==> src/rtl/bsio_pkg.sv <==
package bsio_pkg;
  localparam int unsigned BSIO_BYTE_W     = 8;
  localparam int unsigned BSIO_OP_BYTES   = 2;
  localparam int unsigned BSIO_RES_PHASES = 2;

  typedef enum logic [0:0] {
    PH_LOWER = 1'b0,
    PH_UPPER = 1'b1
  } res_phase_e;
endpackage

==> src/rtl/bsio_byte_seq.sv <==
module bsio_byte_seq #(
  parameter int unsigned SEQ_LEN = 4,
  localparam int unsigned CNT_W  = (SEQ_LEN > 1) ? $clog2(SEQ_LEN) : 1
) (
  input  logic             clk,
  input  logic             rst_n,
  input  logic             in_valid,
  output logic [CNT_W-1:0] pos,
  output logic             last_byte
);
  logic [CNT_W-1:0] pos_q;
  logic [CNT_W-1:0] pos_d;
  logic             at_end;

  assign at_end = (pos_q == CNT_W'(SEQ_LEN - 1));

  always_comb begin
    pos_d = pos_q;
    if (in_valid) begin
      if (at_end) pos_d = '0;
      else        pos_d = pos_q + 1'b1;
    end
  end

  always_ff @(posedge clk or negedge rst_n) begin
    if (!rst_n) pos_q <= '0;
    else        pos_q <= pos_d;
  end

  assign pos       = pos_q;
  assign last_byte = in_valid && at_end;
endmodule

==> src/rtl/bsio_operand_regs.sv <==
module bsio_operand_regs #(
  parameter int unsigned BYTE_W   = 8,
  parameter int unsigned OP_BYTES = 2,
  localparam int unsigned OP_W    = BYTE_W * OP_BYTES,
  localparam int unsigned SEQ_LEN = 2 * OP_BYTES,
  localparam int unsigned CNT_W   = $clog2(SEQ_LEN)
) (
  input  logic              clk,
  input  logic              rst_n,
  input  logic [BYTE_W-1:0] in_byte,
  input  logic              in_valid,
  input  logic [CNT_W-1:0]  pos,
  input  logic              last_byte,
  output logic [OP_W-1:0]   op_a,
  output logic [OP_W-1:0]   op_b,
  output logic              go
);
  logic [BYTE_W-1:0] stage_q [0:SEQ_LEN-2];
  logic [OP_W-1:0]   a_asm;
  logic [OP_W-1:0]   b_asm;
  logic [OP_W-1:0]   a_q, b_q;
  logic [OP_W-1:0]   a_d, b_d;
  logic              go_q, go_d;

  for (genvar i = 0; i < SEQ_LEN - 1; i++) begin : g_stage
    logic              stage_en;
    logic [BYTE_W-1:0] stage_d;
    assign stage_en = in_valid && (pos == CNT_W'(i));
    always_comb begin
      stage_d = stage_q[i];
      if (stage_en) stage_d = in_byte;
    end
    always_ff @(posedge clk or negedge rst_n) begin
      if (!rst_n) stage_q[i] <= '0;
      else        stage_q[i] <= stage_d;
    end
  end

  for (genvar j = 0; j < OP_BYTES; j++) begin : g_asm_a
    assign a_asm[j*BYTE_W +: BYTE_W] = stage_q[j];
  end
  for (genvar j = 0; j < OP_BYTES - 1; j++) begin : g_asm_b
    assign b_asm[j*BYTE_W +: BYTE_W] = stage_q[OP_BYTES + j];
  end
  assign b_asm[OP_W-1 -: BYTE_W] = in_byte;

  always_comb begin
    a_d  = a_q;
    b_d  = b_q;
    go_d = last_byte;
    if (last_byte) begin
      a_d = a_asm;
      b_d = b_asm;
    end
  end

  always_ff @(posedge clk or negedge rst_n) begin
    if (!rst_n) begin
      a_q  <= '0;
      b_q  <= '0;
      go_q <= 1'b0;
    end else begin
      a_q  <= a_d;
      b_q  <= b_d;
      go_q <= go_d;
    end
  end

  assign op_a = a_q;
  assign op_b = b_q;
  assign go   = go_q;
endmodule

==> src/rtl/bsio_result_mux.sv <==
module bsio_result_mux #(
  parameter int unsigned BYTE_W     = 8,
  parameter int unsigned RES_PHASES = 2,
  localparam int unsigned RES_W     = 2 * BYTE_W * RES_PHASES,
  localparam int unsigned PH_W      = (RES_PHASES > 1) ? $clog2(RES_PHASES) : 1
) (
  input  logic              clk,
  input  logic              rst_n,
  input  logic [PH_W-1:0]   phase_sel,
  input  logic [RES_W-1:0]  acc_in,
  output logic [BYTE_W-1:0] out_lo,
  output logic [BYTE_W-1:0] out_hi
);
  logic [BYTE_W-1:0] lo_d, hi_d;
  logic [BYTE_W-1:0] lo_q, hi_q;

  always_comb begin
    lo_d = '0;
    hi_d = '0;
    for (int p = 0; p < RES_PHASES; p++) begin
      if (phase_sel == PH_W'(p)) begin
        lo_d = acc_in[p*2*BYTE_W +: BYTE_W];
        hi_d = acc_in[p*2*BYTE_W + BYTE_W +: BYTE_W];
      end
    end
  end

  always_ff @(posedge clk or negedge rst_n) begin
    if (!rst_n) begin
      lo_q <= '0;
      hi_q <= '0;
    end else begin
      lo_q <= lo_d;
      hi_q <= hi_d;
    end
  end

  assign out_lo = lo_q;
  assign out_hi = hi_q;
endmodule

==> src/rtl/bsmac_byte_io.sv <==
module bsmac_byte_io
  import bsio_pkg::*;
#(
  parameter int unsigned BYTE_W     = BSIO_BYTE_W,
  parameter int unsigned OP_BYTES   = BSIO_OP_BYTES,
  parameter int unsigned RES_PHASES = BSIO_RES_PHASES,
  localparam int unsigned OP_W      = BYTE_W * OP_BYTES,
  localparam int unsigned SEQ_LEN   = 2 * OP_BYTES,
  localparam int unsigned CNT_W     = $clog2(SEQ_LEN),
  localparam int unsigned RES_W     = 2 * BYTE_W * RES_PHASES,
  localparam int unsigned PH_W      = (RES_PHASES > 1) ? $clog2(RES_PHASES) : 1
) (
  input  logic              clk,
  input  logic              rst_n,
  input  logic [BYTE_W-1:0] in_byte,
  input  logic              in_valid,
  input  logic [PH_W-1:0]   phase_sel,
  output logic [OP_W-1:0]   op_a,
  output logic [OP_W-1:0]   op_b,
  output logic              go,
  input  logic [RES_W-1:0]  acc_in,
  output logic [BYTE_W-1:0] out_lo,
  output logic [BYTE_W-1:0] out_hi
);
  logic [CNT_W-1:0] seq_pos;
  logic             seq_last;

  bsio_byte_seq #(.SEQ_LEN(SEQ_LEN)) u_seq (
    .clk       (clk),
    .rst_n     (rst_n),
    .in_valid  (in_valid),
    .pos       (seq_pos),
    .last_byte (seq_last)
  );

  bsio_operand_regs #(.BYTE_W(BYTE_W), .OP_BYTES(OP_BYTES)) u_ops (
    .clk       (clk),
    .rst_n     (rst_n),
    .in_byte   (in_byte),
    .in_valid  (in_valid),
    .pos       (seq_pos),
    .last_byte (seq_last),
    .op_a      (op_a),
    .op_b      (op_b),
    .go        (go)
  );

  bsio_result_mux #(.BYTE_W(BYTE_W), .RES_PHASES(RES_PHASES)) u_res (
    .clk       (clk),
    .rst_n     (rst_n),
    .phase_sel (phase_sel),
    .acc_in    (acc_in),
    .out_lo    (out_lo),
    .out_hi    (out_hi)
  );
endmodule

==> config.mk <==
export PLATFORM = sky130hd
export DESIGN_NAME = bsmac_byte_io
export DESIGN_NICKNAME = d
export VERILOG_FILES = /design/src/rtl/bsio_pkg.sv /design/src/rtl/bsio_byte_seq.sv /design/src/rtl/bsio_operand_regs.sv /design/src/rtl/bsio_result_mux.sv /design/src/rtl/bsmac_byte_io.sv
export SDC_FILE = /design/constraint.sdc
export NUM_CORES = 1
export LEC_CHECK = 0
export BUFFER_PORTS_ARGS = -buffer_cell sky130_fd_sc_hd__buf_2
export CORE_ASPECT_RATIO = 0.8
export CORE_MARGIN = 1
export CORE_UTILIZATION = 25
export DETAILED_ROUTE_END_ITERATION = 8
export SYNTH_ARGS = -nofsm -noshare
export SYNTH_HDL_FRONTEND = slang
export SYNTH_SLANG_ARGS = --single-unit
==> constraint.sdc <==
create_clock -name clk -period 1.6 [get_ports clk]
set_input_delay 0.16 -clock clk [delete_from_list [all_inputs] [get_ports clk]]
set_output_delay 0.16 -clock clk [all_outputs]
set_load 0.03 [all_outputs]
# Yosys cells after proc, flatten, opt, wreduce, memory -nomap -nowiden
# Cells that the tools add are included.
[op_classes] n_addsub=1 n_eq_ne=3 muxes=3 reduce_logical=5
[op_table] op="8-bit 2-to-1 mux" count=2
[op_table] op="2-bit equality test (second input constant)" count=2
[op_table] op="1-bit logical AND" count=4
[op_table] op="2-bit by 1-bit adder with 2-bit output (second input constant)" count=1
[op_table] op="2-bit by 1-bit equality test with 1-bit output (second input constant)" count=1
[op_table] op="2-bit zero test" count=1
[op_table] op="2-bit 2-to-1 mux" count=1
[word_totals] register_bits=75

# Longest topological paths before layout
# Gate-level depths: netlist (run 1).
[logic_depth] ltp_word=2 mapped_depth=4

# By module
# A second synthesis (run 1) with hierarchy kept.
[hier_totals] cells_unflattened=161 hier_area_um2=2867.8
[by_module_without_submodules] mod="bsio_operand_regs" instances=1 cells_each=120 area_each_um2=2117.0 seq_area_each_um2=1426.4
[by_module_without_submodules] mod="bsio_result_mux" instances=1 cells_each=34 area_each_um2=649.4 seq_area_each_um2=400.4
[by_module_without_submodules] mod="bsio_byte_seq" instances=1 cells_each=7 area_each_um2=101.3 seq_area_each_um2=50.0

# Worst setup path before layout (run 1)
# OpenSTA, ideal clock, no wires.
[synth_timing] kind="register -> register" start="register u_seq.pos_q[0] (netlist: u_seq.pos[0])" end="register u_ops.a_q[0] (netlist: u_ops.op_a[0])" setup_ns=0.125 arrival_time_ns=1.194 t_required_ns=1.475 setup_slack_ns=0.281 stages_incl_launch_ff=5 path_buffers=1 synth_period_minus_slack_ns=1.319 path_cell_list="dfrtp_1 ha_1 nand2_8 buf_12 mux2_4"
[synth_via] elab_chain_len=2
[synth_rtl] element="from (decl)" line="bsio_byte_seq.sv:11" rtl="logic [CNT_W-1:0] pos_q;"
[synth_rtl] element="from (signal assigned)" line="bsio_byte_seq.sv:27" rtl="else pos_q <= pos_d;"
[synth_rtl] element="2-bit equality test" line="bsio_byte_seq.sv:15" rtl="assign at_end = (pos_q == CNT_W'(SEQ_LEN - 1));"
[synth_rtl] element="1-bit logical AND" line="bsio_byte_seq.sv:31" rtl="assign last_byte = in_valid && at_end;"
[synth_rtl] element="to (signal assigned)" line="bsio_operand_regs.sv:59" rtl="a_q <= '0;"
[synth_rtl] element="to (signal assigned)" line="bsio_operand_regs.sv:63" rtl="a_q <= a_d;"
[synth_rtl] element="to (decl)" line="bsio_operand_regs.sv:21" rtl="logic [OP_W-1:0] a_q, b_q;"
# Every way passes these cells.
# A chain may end at the register's enable or synchronous reset.

# Final worst setup path (run 1)
[layout_timing] start="register u_seq.pos_q[0] (netlist: u_seq.pos[0])" end="register u_ops.a_q[14] (netlist: u_ops.op_a[14])"
# Same word-level chain as after synthesis.

==> results of run 1 <==
sequential cells by signal (all words and copies together), names as in the netlist:
| signal | flops |
|---|---|
| u_ops.op_a | 16 |
| u_ops.b_asm | 8 |
| u_seq.pos | 2 |
| u_res.out_lo | 8 |
| u_ops.go | 1 |
| u_ops.op_b | 16 |
| u_ops.a_asm | 16 |
| u_res.out_hi | 8 |
cell usage after synthesis, drive strengths merged:
library cell and number:
nand2 5, o21ai 2, buf 6, ha 4, inv 3, dfrtp 75, mux2 72, or3b 1
worst max-delay path: cells and delay by family, from the launching register on:
kind / cells / cell delay, ps
DFF: 1 / 410
and+or+nand+nor: 1 / 310
adders and majority gates: 1 / 290
muxes: 1 / 380
final cells by class:
class / count / area, µm² / area share [%]
flip-flops and latches: 75 / 1880 / 47.7
multi-input cells: 84 / 1030 / 26.2
repair buffers: 95 / 500 / 12.7
clock buffers: 12 / 256 / 6.52
well taps: 148 / 185 / 4.70
clock inverters: 4 / 72.6 / 1.84
inverters: 3 / 11.3 / 0.286
diodes: 1 / 2.50 / 0.0636
per-layer routing:
layer	part of all wire (%)	GRT usage, %
met1	43	12.2
met2	48	15.0
met3	7.7	5.60
met4	1.4	4.17
met5	0	0
power by group through the flow:
stage / Clock [mW] / Combinational (mW) / Sequential (mW)
6_report: 2.19 / 2.91 / 3.07
3_5_place_dp: 0 / 2.96 / 3.11
2_1_floorplan: 0 / 1.33 / 3.93
4_1_cts: 2.27 / 2.97 / 3.08
5_1_grt: 2.36 / 3.11 / 3.18
3_3_place_gp: 0 / 2.91 / 3.09
kinds of logic after synthesis:
kind of cell | synth area share (%)
flops | 62.6
mux | 30.7
buf+inv | 3.09
simple gates | 1.71
fa+ha+maj | 1.67
compound gates | 0.334
per-stage QoR:
stage	utilization, %	hold WS [ps]	std cells	area (µm²)	power, mW
6_report	33.9	56.3	422	3940	8.18
5_1_grt	33.9	44.8	421	3930	8.65
4_1_cts	33.9	40.5	421	3930	8.33
3_5_place_dp	31.0	-24.5	404	3590	6.07
3_3_place_gp	31.0	-24.6	404	3590	6.00
2_1_floorplan	-	-136	168	3000	5.26
final timing paths:
kind / start / end / slack [ps] / depth (start not counted)
min in group asynchronous: rst_n / u_res.out_lo[0] / 170 / 2
setup reg to reg: u_seq.pos[0] / u_ops.op_a[14] / 80 / 3
hold / removal: acc_in[16] / u_res.out_lo[0] / 60 / 2
max in group asynchronous: rst_n / u_ops.a_asm[11] / 890 / 3
setup / recovery: u_seq.pos[0] / u_ops.op_a[14] / 80 / 3
hold reg to reg: u_ops.a_asm[11] / u_ops.op_a[11] / 500 / 1
==> results_dict.tcl, run 1 <==
set metrics [dict create \
    status "complete, no violations" \
    swShare_pct 33.3 \
    cp.required_ps 1810 \
    netlist_top_cells_area "dfrtp_1, mux2_2, mux2_4, buf_12, ha_1" \
    syn-num-nets 216 \
    clock_skew_ps 3.86 \
    grt_pass1_wl_um 9430 \
    gr-total-overflow 0 \
    yosysUniqueCellTypes 13 \
    routed_wirelength_um 5870 \
    timing.fmax_ghz 0.658 \
    post_cts_buffers 0 \
    cts_hold_buffers 1 \
    area_growth_pct 31.2 \
    cp.arrival_ps 1730 \
    crit_slowest_cell "dfrtp_1" \
    rsz0062_at_grt "no" \
    max-cap-violations 0 \
    path_class "reg -> reg" \
    max_slew_margin_pct 75.5 \
    drtIter0Drc 34 \
    cts_tree "done" \
    clockBufferDepth 2 \
    drc 0 \
    worstPathMaxFanout 33 \
    power_density_nw_per_um2 2080 \
    nFillCells 1137 \
    min_path_type "in -> reg" \
    drv_slew 0 \
    track_usage_pct 10.1 \
    gp_congestion 0.641 \
    wire_per_inst_um 13.9 \
    clock_sinks 75 \
    final_hold_viol_count 0 \
    row_count 35 \
    slowest_delay_ps 410 \
    tightest_slew_ps 366 \
    ant_nets 0 \
    yosysTopAreaCellShare_pct 62.6 \
    htreeDepth 3 \
    path_cells "ha_1 > nand2_8 > mux2_2" \
    detail_route.first_pass.iterations 4 \
    cts_buffers 9 \
    clkPwrFrac_pct 26.8 \
    cts.repair.resized 0 \
    dieHeight_um 100 \
    p_leak_nw 1.96 \
    start_util_pct 25.9 \
    core_um2 11600 \
    seqPwrFrac_pct 37.6 \
    tns_ps 0 \
    place_ws_ps 89.6 \
    io_buffer_count 92 \
    clk_pin_slew_worst_paths_ps 60 \
    fin_crit_ps 1520 \
    yosysWarnings 0 \
    via_per_inst 4.00 \
    setup-violations-final 0 \
    clk_latency_ps 330 \
    io_pins 93 \
    hpwl_um 4080 \
    p_int_mw 5.46 \
    p_sw_mw 2.72 \
    yosysTopAreaCell "dfrtp_1" \
    syn_inst 168 \
    syn_area_um2 3000 \
    grt_max_degree 45 \
    layout_setup_ws_ps 80.1 \
    cp-end-kind "flip-flop" \
    power_frac_comb_pct 35.6 \
    final_common_cell "buf_2" \
    die_area_um2 12400 \
    grt_pass1_vias 1727 \
    fp.dieW_um 124 \
    ir_drop_mv 0.642 \
    layout_common_cells "buf_2, dfrtp_1, mux2_2, mux2_4, clkbuf_16" \
    cts_root_buffer "clkbuf_16" \
    yosysSeqAreaShare_pct 62.6 \
    ys_seq_elements 75 \
    antenna_found_initial 0 \
    period_share_pct 95.0 \
    drive_above_1_share_pct 67.8 \
    postSynthAreaPerCell_um2 17.9 \
    nets 316 \
    num_vias 1690 \
    crit_path_start_kind "flip-flop" \
]
(Power assumes the default switching activity.)
==> inputs of run 2 (changes only) <==
--- a/config.mk
+++ b/config.mk
@@ -10,6 +10,7 @@
 export CORE_MARGIN = 1
 export CORE_UTILIZATION = 25
 export DETAILED_ROUTE_END_ITERATION = 8
+export PLACE_DENSITY = 0.49
 export SYNTH_ARGS = -nofsm -noshare
 export SYNTH_HDL_FRONTEND = slang
 export SYNTH_SLANG_ARGS = --single-unit
==> run 2 against run 1 <==
Count of clock-buffer cells in the layout rose by 3. Combinational power barely moved. Flip-flop and latch count did not move. Wire length rose by 0.65%. Setup slack improved by 46 ps. Sequential power barely moved. Hold slack improved by 2.1 ps. Total power fell by 2.6%. Critical path type unchanged. Largest cell class unchanged. Highest routed layer is now met5.
==> results_dict.tcl, run 2 (same netlist as run 1, synthesis figures left out) <==
set metrics [dict create \
    status "complete, no violations" \
    track_usage_pct 10.4 \
    grt_pass1_vias 1760 \
    cts_root_buffer "clkbuf_16" \
    io_pins 93 \
    hpwl_um 4130 \
    seqCellArea_um2 1880 \
    path_class "reg -> reg" \
    routed_wirelength_um 5910 \
    clockBufferDepth 2 \
    tightest_slew_ps 486 \
    min_path_type "in -> reg" \
    row_count 35 \
    fp.dieW_um 124 \
    die_area_um2 12400 \
    htreeDepth 3 \
    core_um2 11600 \
    tns_ps 0 \
    cts_tree "done" \
    worstPathMaxFanout 13 \
    cts_hold_buffers 1 \
    clk_latency_ps 330 \
    cp.required_ps 1810 \
    setup-violations-final 0 \
    dieHeight_um 100 \
    path_cells "ha_1 > nand2_8 > buf_12 > mux2_4" \
    clk_pin_slew_worst_paths_ps 60 \
    start_util_pct 25.9 \
    ant_nets 0 \
    cts.repair.resized 0 \
    timing.fmax_ghz 0.678 \
    crit_path_start_kind "flip-flop" \
    cp-end-kind "flip-flop" \
    final_common_cell "buf_2" \
    power_density_nw_per_um2 2020 \
    crit_slowest_cell "dfrtp_1" \
    max_slew_margin_pct 67.6 \
    drv_slew 0 \
    gr-total-overflow 0 \
    nets 319 \
    drc 0 \
    detail_route.first_pass.iterations 4 \
    clock_skew_ps 4.28 \
    area_growth_pct 31.5 \
    layout_common_cells "buf_2, dfrtp_1, mux2_2, mux2_4, clkbuf_16" \
    cp_num_buf_inv 1 \
    ir_drop_mv 0.577 \
    num_vias 1702 \
    grt_max_degree 36 \
    p_leak_nw 1.98 \
    cts_buffers 9 \
    max-cap-violations 0 \
    multi_input_area_um2 1030 \
    gp_congestion 0.617 \
    io_buffer_count 92 \
    fin_crit_ps 1470 \
    antenna_found_initial 1 \
    diodes 0 \
    drtIter0Drc 43 \
    grt_pass1_wl_um 9600 \
    crit_family "flip-flops" \
    post_cts_buffers 0 \
    drive_above_1_share_pct 67.8 \
    rsz0062_at_grt "no" \
    period_share_pct 92.1 \
    via_per_inst 4.01 \
    utilization_pct 34.0 \
    wire_per_inst_um 13.9 \
    cp.arrival_ps 1690 \
    final_hold_viol_count 0 \
    nFillCells 1133 \
    slowest_delay_ps 410 \
    clock_sinks 75 \
]
[run 2: final timing paths]
kind                                        end  cells past startpoint  slack, ps            from
worst max-delay path              u_ops.op_b[8]                      4        130    u_seq.pos[0]
worst min-delay path            u_res.out_lo[0]                      2         60      acc_in[16]
worst min register to register    u_ops.op_a[1]                      1        500  u_ops.a_asm[1]
min in group asynchronous         u_ops.op_a[6]                      2        330           rst_n
max in group asynchronous        u_ops.a_asm[2]                      3        730           rst_n
worst max register to register    u_ops.op_b[8]                      4        130    u_seq.pos[0]
[run 2: worst reg2reg max path, delay by kind of cell, from the launching register on]
family,cells,cell delay [ps]
and+or+nand+nor,1,170
DFF,1,410
adders and majority gates,1,290
muxes,1,310
buffers and inverters,1,180
[run 2: report_power, final]
part	internal (mW)	total [mW]	switching (mW)
clock network	1.22	1.95	0.736
registers	2.68	3.08	0.402
logic	1.37	2.93	1.56
[run 2: cell type report]
class	instances	share of cell area, %
Timing Repair Buffer	98	13.9
Inverter	3	0.285
Clock inverter	1	0.127
Clock buffer	15	7.29
Sequential cell	75	47.6
Tap cell	148	4.69
Multi-Input combinational cell	84	26.1
[run 2: per-layer routing]
| metal | GRT usage, % | share of wire [%] |
|---|---|---|
| met1 | 13.4 | 47 |
| met2 | 14.7 | 44 |
| met3 | 4.37 | 5.7 |
| met4 | 5.84 | 2.2 |
| met5 | 0 | 0.22 |
[run 2: through the flow]
stage	hold slack (ps)	instance area [µm²]	worst slack, ps	cells	power (mW)
detailed placement	160	3640	123	407	6.10
floorplan	-136	3000	281	168	5.26
global route	44.0	3950	59.0	424	8.43
CTS	43.4	3950	112	424	8.11
global placement	157	3640	155	407	6.04
finish	58.4	3950	126	424	7.97
==> inputs of run 3 (changes only) <==
--- a/config.mk
+++ b/config.mk
@@ -9,6 +9,7 @@
 export CORE_ASPECT_RATIO = 0.8
 export CORE_MARGIN = 1
 export CORE_UTILIZATION = 25
+export CTS_BUF_LIST = sky130_fd_sc_hd__clkbuf_2
 export DETAILED_ROUTE_END_ITERATION = 8
 export PLACE_DENSITY = 0.49
 export SYNTH_ARGS = -nofsm -noshare
==> run 3 against run 2 <==
Count of clock-buffer cells in the layout decreased by 4. Highest routed layer is now met4. Global-route usage is 0.25 points higher. Register-to-register slack worse by 30 ps. Hold slack better by 72 ps. Sequential power about the same. First-iteration DRC count up 42%. Maximum frequency shrank 2.0%. Flip-flop and latch count is the same. Final area increased by 4.9%.
==> results_dict.tcl, run 3 (same netlist as run 1, synthesis figures left out) <==
set metrics [dict create \
    final_common_cell "buf_2" \
    row_count 35 \
    clockBufferDepth 2 \
    dieHeight_um 100 \
    drv_slew 0 \
    ant_nets 0 \
    core_um2 11600 \
    grt_pass1_wl_um 9970 \
    clock_skew_ps 11.2 \
    timing.rr.end "u_ops.op_b[15]" \
    r2r_setup_slack_ps 100 \
    reg2reg_depth 4 \
    final_hold_viol_count 0 \
    min_path_type "in -> async" \
    num_vias 1832 \
    cts_tree "done" \
    io_pins 93 \
    detail_route.first_pass.iterations 4 \
    status "complete, no violations" \
    clk_pin_slew_worst_paths_ps 190 \
    fp.dieW_um 124 \
    hpwl_um 4130 \
    htreeDepth 3 \
    fin_crit_ps 1500 \
    crit_path_start_kind "flip-flop" \
    grt_pass1_vias 1903 \
    start_util_pct 25.9 \
    max-cap-violations 0 \
    worstPathMaxFanout 13 \
    die_area_um2 12400 \
    track_usage_pct 10.7 \
    ir_drop_mv 0.529 \
    io_buffer_count 92 \
    diodes 0 \
    r2r_start "u_seq.pos[0]" \
    cts_buffers 9 \
    power_density_nw_per_um2 1670 \
    routed_wirelength_um 6080 \
    cp.arrival_ps 1900 \
    p_leak_nw 2.06 \
    layout_common_cells "buf_2, dfrtp_1, mux2_2, dlygate4sd3_1, mux2_4" \
    max_slew_margin_pct 67.6 \
    clock_sinks 75 \
    cp.required_ps 1990 \
    gp_congestion 0.617 \
    path_class "reg -> reg" \
    via_per_inst 3.94 \
    drtIter0Drc 61 \
    nets 360 \
    cp-end-kind "flip-flop" \
    wire_per_inst_um 13.1 \
    period_share_pct 94.0 \
    clk_latency_ps 490 \
    area_growth_pct 37.9 \
    rsz0062_at_grt "no" \
    post_cts_buffers 0 \
    utilization_pct 35.7 \
    tns_ps 0 \
    setup-violations-final 0 \
    gr-total-overflow 0 \
    grt_max_degree 36 \
    timing.fmax_ghz 0.665 \
    tightest_slew_ps 486 \
    drive_above_1_share_pct 58.4 \
    drc 0 \
    cts_root_buffer "clkbuf_2" \
    antenna_found_initial 0 \
]
-- run 3: cell types whose count changed in the layout (fill, tap and decap cells not counted), sizes merged --
cell         delta
clkbuf          -4
clkinv          +4
dlygate4sd3    +41
-- run 3: how the worst max path moves through the flow --
stage            startpoint             end  slack, ps
2_1_floorplan  u_seq.pos[0]   u_ops.op_a[0]        280
3_3_place_gp   u_seq.pos[0]   u_ops.op_a[0]        160
3_5_place_dp   u_seq.pos[0]   u_ops.op_b[8]        120
4_1_cts        u_seq.pos[0]  u_ops.op_b[15]         70
5_1_grt        u_seq.pos[0]   u_ops.op_a[8]         30
6_report       u_seq.pos[0]  u_ops.op_b[15]        100
-- run 3: metrics by stage --
stage          hold slack (ps)  std cells  setup slack [ps]  instance area [µm²]  power [mW]
5_1_grt                    122        465              32.2                 4140        7.37
4_1_cts                   79.9        465              68.5                 4140        7.05
6_report                   130        465              95.5                 4140        6.91
3_5_place_dp               160        407               123                 3640        6.10
2_1_floorplan             -136        168               281                 3000        5.26
3_3_place_gp               157        407               155                 3640        6.04
-- run 3: worst max-delay path: stages (launching register included) --
cell     delay, ps
dfrtp_1        460
ha_1           290
nand2_8        170
buf_12         180
mux2_4         300
-- run 3: area by class of cell --
cell class / count / area, µm²
clock inverter: 5 / 20.0
fill: 1142 / 7470
timing repair buffer: 139 / 958
clock buffer: 11 / 55.1
tap: 148 / 185
sequential: 75 / 1880
multi-input combinational: 84 / 1030
inverter: 3 / 11.3
-- run 3: what timing repair did --
action                    CTS  global route
hold endpoints to repair  125             0
hold buffers               42             0
resized for setup           0             0
-- run 3: per-layer routing --
layer / track usage (%) / share of wire [%] / wire, µm
met1: 13.8 / 48 / 2910
met2: 15.8 / 46 / 2780
met3: 4.00 / 4.6 / 278
met4: 4.82 / 1.8 / 112
met5: 0 / 0 / 0
-- run 3: power breakdown --
part           switching, mW  leakage [nW]  internal [mW]
sequential             0.399         0.894           2.66
combinational           1.58          1.11           1.44
clock                  0.628        0.0559          0.196
